===== config.mk =====
export PLATFORM = sky130hd
export DESIGN_NAME = mgmt_phy_regs
export DESIGN_NICKNAME = d
export VERILOG_FILES = /design/src/rtl/mgmt_phy_pkg.sv /design/src/rtl/mgmt_phy_regs.sv
export SDC_FILE = /design/constraint.sdc
export NUM_CORES = 1
export LEC_CHECK = 0
export ABC_AREA = 1
export BUFFER_PORTS_ARGS = -buffer_cell sky130_fd_sc_hd__clkbuf_2
export CORE_ASPECT_RATIO = 0.75
export CORE_MARGIN = 4
export CORE_UTILIZATION = 44
export CTS_CLUSTER_DIAMETER = 100
export DETAILED_ROUTE_END_ITERATION = 7
export PLACE_DENSITY = 0.84
export SYNTH_ARGS = -nofsm -noshare
export SYNTH_HDL_FRONTEND = slang
export SYNTH_SLANG_ARGS = --single-unit

===== constraint.sdc =====
create_clock -name clk -period 1.1 [get_ports clk]
set_clock_uncertainty 0.1 [all_clocks]
set_input_delay 0.11 -clock clk [delete_from_list [all_inputs] [get_ports clk]]
set_output_delay 0.11 -clock clk [all_outputs]
set_load 0.03 [all_outputs]

===== src/rtl/mgmt_phy_pkg.sv =====
package mgmt_phy_pkg;

    localparam int REG_W     = 16;
    localparam int FRAME_W   = 32;
    localparam int RADDR_W   = 5;
    localparam int PADDR_W   = 4;
    localparam int OP_BIT    = 28;
    localparam int RADDR_LSB = 18;
    localparam int PADDR_LSB = RADDR_LSB + RADDR_W;

    localparam logic [RADDR_W-1:0] RA_CTRL = 5'd0;
    localparam logic [RADDR_W-1:0] RA_STAT = 5'd1;
    localparam logic [RADDR_W-1:0] RA_ADV  = 5'd4;
    localparam logic [RADDR_W-1:0] RA_LPA  = 5'd5;
    localparam logic [RADDR_W-1:0] RA_EXP  = 5'd6;
    localparam logic [RADDR_W-1:0] RA_ISRC = 5'd29;
    localparam logic [RADDR_W-1:0] RA_IMSK = 5'd30;

    localparam logic [REG_W-1:0] CTRL_RST  = 16'h3000;
    localparam logic [REG_W-1:0] STAT_RST  = 16'h7809;
    localparam logic [REG_W-1:0] ADV_RST   = 16'h01E1;
    localparam logic [REG_W-1:0] CTRL_MASK = 16'h7980;
    localparam logic [REG_W-1:0] ADV_MASK  = 16'h2D7F;
    localparam logic [REG_W-1:0] ADV_FORCE = 16'h0080;
    localparam logic [REG_W-1:0] IMSK_MASK = 16'h00FF;

    localparam logic [REG_W-1:0] STAT_ANDONE = 16'h0020;
    localparam logic [REG_W-1:0] STAT_LINK   = 16'h0024;
    localparam logic [REG_W-1:0] SRC_ENERGY  = 16'h0080;
    localparam logic [REG_W-1:0] SRC_ANDONE  = 16'h0040;
    localparam logic [REG_W-1:0] SRC_DOWN    = 16'h0010;
    localparam logic [REG_W-1:0] NO_PHY      = 16'hFFFF;

    typedef struct packed {
        logic               wr;
        logic               rd;
        logic               hit;
        logic [RADDR_W-1:0] ra;
        logic [REG_W-1:0]   data;
    } mgmt_op_t;

    typedef struct packed {
        logic [REG_W-1:0] ctrl;
        logic [REG_W-1:0] stat;
        logic [REG_W-1:0] adv;
        logic [REG_W-1:0] isrc;
        logic [REG_W-1:0] imsk;
    } phy_regs_t;

endpackage


===== src/rtl/mgmt_phy_regs.sv =====
module mgmt_phy_regs
    import mgmt_phy_pkg::*;
#(
    parameter logic [REG_W-1:0] LP_ABILITY   = 16'h45E1,
    parameter logic [REG_W-1:0] AN_EXPANSION = 16'h0001
) (
    input  logic             clk,
    input  logic             rst_n,
    input  mgmt_op_t         op,
    input  logic             link_rise,
    input  logic             link_fall,
    output logic [REG_W-1:0] rd_data,
    output phy_regs_t        regs
);

    phy_regs_t r_d, r_q;

    // read path: value before this cycle's update
    always_comb begin
        rd_data = '0;
        if (!op.hit) begin
            rd_data = NO_PHY;
        end else begin
            case (op.ra)
                RA_CTRL: rd_data = r_q.ctrl;
                RA_STAT: rd_data = r_q.stat;
                RA_ADV:  rd_data = r_q.adv;
                RA_LPA:  rd_data = LP_ABILITY;
                RA_EXP:  rd_data = AN_EXPANSION;
                RA_ISRC: rd_data = r_q.isrc;
                RA_IMSK: rd_data = r_q.imsk;
                default: rd_data = '0;
            endcase
        end
    end

    // next state: software write, read-clear, then link events last
    always_comb begin
        r_d = r_q;
        if (op.wr && op.hit) begin
            case (op.ra)
                RA_CTRL: begin
                    r_d.ctrl = op.data & CTRL_MASK;
                    r_d.stat = r_q.stat | STAT_ANDONE;
                end
                RA_ADV:  r_d.adv  = (op.data & ADV_MASK) | ADV_FORCE;
                RA_IMSK: r_d.imsk = op.data & IMSK_MASK;
                default: ;
            endcase
        end
        if (op.rd && op.hit && (op.ra == RA_ISRC)) begin
            r_d.isrc = '0;
        end
        if (link_rise) begin
            r_d.stat = r_d.stat | STAT_LINK;
            r_d.isrc = r_d.isrc | SRC_ENERGY | SRC_ANDONE;
        end
        if (link_fall) begin
            r_d.stat = r_d.stat & ~STAT_LINK;
            r_d.isrc = r_d.isrc | SRC_DOWN;
        end
    end

    always_ff @(posedge clk or negedge rst_n) begin
        if (!rst_n) begin
            r_q.ctrl <= CTRL_RST;
            r_q.stat <= STAT_RST;
            r_q.adv  <= ADV_RST;
            r_q.isrc <= '0;
            r_q.imsk <= '0;
        end else begin
            r_q <= r_d;
        end
    end

    assign regs = r_q;

endmodule


---- After elaboration in Yosys (flattened, before gate mapping) ----
Index checks and enable logic that the tools add are counted.
storage, ports and cells
  flip-flop bits (word level) ............. 57
  word-level logic and storage cells ...... 34
  output and inout port bits .............. 96
operators by class
  reductions and logical operators ........ 11
  mux-type cells .......................... 10
  equal/unequal tests ..................... 6
operator list
  cell                number
  $pmux 16 s7         1
  $mux 16             2
  $mux 22             1
  $mux 6              3
  $eq 5x3->1 const B  3
  $mux 14             1
  $eq 5x5->1 const B  2
  $mux 8              1
  $reduce_and 2->1    4
  $reduce_bool 3->1   2
  $eq 5x1->1 const B  1
  $logic_not 5->1     1
  $mux 5              1
  $logic_and 1x1->1   3
  $reduce_bool 2->1   1

---- Logic depth before layout (Yosys ltp) ----
  depth after elaboration ................. 5
  depth in mapped cells ................... 7
  gate-level depth less buffers ........... 7

---- Least setup slack after synthesis ----
Ideal clock, no wire load.
  kind .................................... register to output
  start ................................... reg r_q (netlist bit regs[32])
  end ..................................... out rd_data[0]
  slack ................................... -0.127 ns
  buffers on the path ..................... 0
  cell stages (with the launch flop) ...... 3
  required time ........................... 0.890 ns
  arrival ................................. 1.017 ns
  cells stage by stage .................... dfstp_2 -> nand4_1 -> nand4_1
on the way
  word-level cells in the longest chain between the ends .. 2
RTL lines
  what                    RTL line             source
  start, declared         mgmt_phy_regs.sv:16  phy_regs_t r_d, r_q;
  start signal, assigned  mgmt_phy_regs.sv:72  r_q <= r_d;
  $pmux 16 s7             mgmt_phy_regs.sv:24  case (op.ra)
  $mux 16                 mgmt_phy_regs.sv:21  if (!op.hit) begin
  end, declared           mgmt_phy_regs.sv:12  output logic [REG_W-1:0] rd_data,
Every way passes these cells.

---- Worst setup path after layout ----
Same ends and word-level chain as after synthesis.

==> metrics.yaml <==
outcome: "finished, violations left"
violations: "hold timing, setup timing"
leakagePower_nw: 1.85
fin_setup_tns_ns: -5.71
drc: 0
r2r_slack_ns: 0.02
antenna_found_initial: 0
synthTopCellsByArea: "dfrtp_1, buf_4, nand2_1"
wire_per_inst_um: 16.4
ir_drop_uv: 936
reg2reg_to: "regs[38]"
clock-sinks: 29
drtIter0Drc: 150
worstSkewPairLatency_ns: 0.28
required_ns: 0.89
syn2layout_area_growth_pct: 73.1
min_path_type: "in -> reg"
setup.worst_path.end: "rd_data[0]"
hold_violations: 1
n_antenna_cell: 0
core_sq_mm: 0.00447
mostFrequentLayoutCell: "conb_1"
cts_buffer_depth: 2
largest_reg_flops: 29
place.port_buffers: 71
start_util_pct: 45.6
synth-seq-cells: 29
cp.arrival_ns: 1.25
timing.rr.start: "regs[38]"
fmax_mhz: 687
path_max_fanout: 2
drive_above_1_share_pct: 55.6
root_buffer: "clkbuf_8"
rsz0062_at_grt: "yes"
die_w_um: 86.5
vias: 2135
wl_um: 7320
multi_input_area_sq_mm: 0.00108
synth_cells: 249
dpl.hpwl_um: 4200
numCtsBuffers: 5
grt-ovfl-total: 0
maxSlewViolCount: 0
viasPerCell: 4.78
setup_viol: 41
period_needed_ns: 1.46
grtUsageTotal_pct: 23.3
grt_max_degree: 30
start_kind: "flip-flop"
fin_crit_sh_pct: 132
synth_top_area_share_pct: 28.3
crit_chain: "nand4_1, nand4_1, clkbuf_8"
ys_types: 24
synth_top_area_cell: "dfrtp_1"
path_class: "reg -> out"
drt_first_pass_iters: 4
grt_pass1_wl_um: 10100
cts_tree: "built"
dieArea_sq_mm: 0.00579
path_common_cell: "nand4_1"
reg2regPathDepth: 5
fillers: 261
dpl_cell_area_sq_mm: 0.00240
setup_slack_ns: -0.355
whs_ns: -0.00346
final-seq-area_sq_um: 747
crit_path_end_kind: "output port"
core.rowCount: 21
netlist_area_sq_mm: 0.00204
maxCapViolCount: 0
cp_slowest_cell: "dfstp_2"
cts.htree.levels: 2
seq_area_frac_synth_pct: 36.0
fin_nets: 417
globalplace.congestion: 0.818
power_density_mw_per_mm2: 1190
crit_path_max_incr_delay_ns: 0.55
first_global_vias: 2030
final_cell_mix: "conb_1, nand2_1, buf_6, buf_8, buf_4"
clk_pin_slew_ns: 0.07
ioPinCount: 124
yosys_warnings: 0
post-place-ws_ns: -0.271
critical_path.startpoint: "regs[32]"
ant_nets: 0
syn_area_per_cell_sq_um: 8.18
die_y_um: 66.9
postLayoutCellArea_sq_mm: 0.00352
what timing repair did:
item | in CTS | in global routing
hold endpoints to repair | 41 | 0
resized for setup | 114 | 72
gates cloned | 1 | 2
hold buffers | 14 | 0
endpoints found under the setup margin | 35 | 57
pin swaps | 19 | 15
buffers inserted | 23 | 20
kinds of logic (layout without fill, tap and decap cells):
kind of cell    count (synthesis)  in the layout  share of synthesized area, %
simple gates                  110            113                          26.7
buf+inv                        82            172                          26.2
flops                          29             29                          36.0
compound gates                 26             26                          10.7
other cells                     2             50                         0.369
where the power goes:
group          switching [mW]  leakage, nW  internal [mW]  total, mW
logic                    1.06         1.47          0.859       1.92
registers               0.130        0.344           1.22       1.35
clock network           0.422       0.0455          0.510      0.931
total                    1.61         1.85           2.59       4.20
critical path, delay by kind of cell (launching register included):
family	cells	cell delay, ns
buffers and inverters	1	0.17
DFF	1	0.55
and+or+nand+nor	2	0.24
routing by layer:
layer	vias to the layer above	part of all wire, %	track usage, %
met2	132	50	40.2
met3	22	9.3	6.55
met1	1015	38	27.3
met4	0	3.0	9.53
li1	966	-	-
met5	-	0	0
layout make-up:
cell class | instances | area share, %
timing repair buffer | 140 | 40.9
inverter | 24 | 2.63
multi-input combinational | 189 | 30.6
sequential | 29 | 21.2
clock buffer | 8 | 2.56
tap | 57 | 2.02
worst min-delay path by stage:
stage / startpoint / end / slack [ns] / cells past startpoint
final: op[1] / regs[1] / -0.003 / 3
after global routing: op[1] / regs[1] / 0.0009 / 3
after CTS: op[1] / regs[1] / 0.006 / 3
after detailed placement: rst_n / regs[1] / 0.04 / 2
after global placement: rst_n / regs[3] / 0.03 / 2
after floorplan: rst_n / regs[0] / -0.29 / 0
cell usage after synthesis (all sizes together):
cell / number
nand2: 71
buf: 57
inv: 24
dfrtp: 23
o21ai: 22
nor2: 16
nand3: 13
nand4: 10
dfstp: 6
a21oi: 2
conb: 2
o211ai: 2
clkbuf: 1
metrics by stage:
stage / hold slack, ns / std cells / total power, mW / utilization (%)
global route: 0.000866 / 447 / 4.37 / 78.9
detailed placement: 0.0394 / 388 / 2.54 / 53.8
floorplan: -0.286 / 297 / 2.29 / -
CTS: 0.00584 / 433 / 3.91 / 73.7
global placement: 0.0340 / 388 / 2.51 / 53.8
finish: -0.00346 / 447 / 4.20 / 78.9
Power figures use the tool's default switching activity.
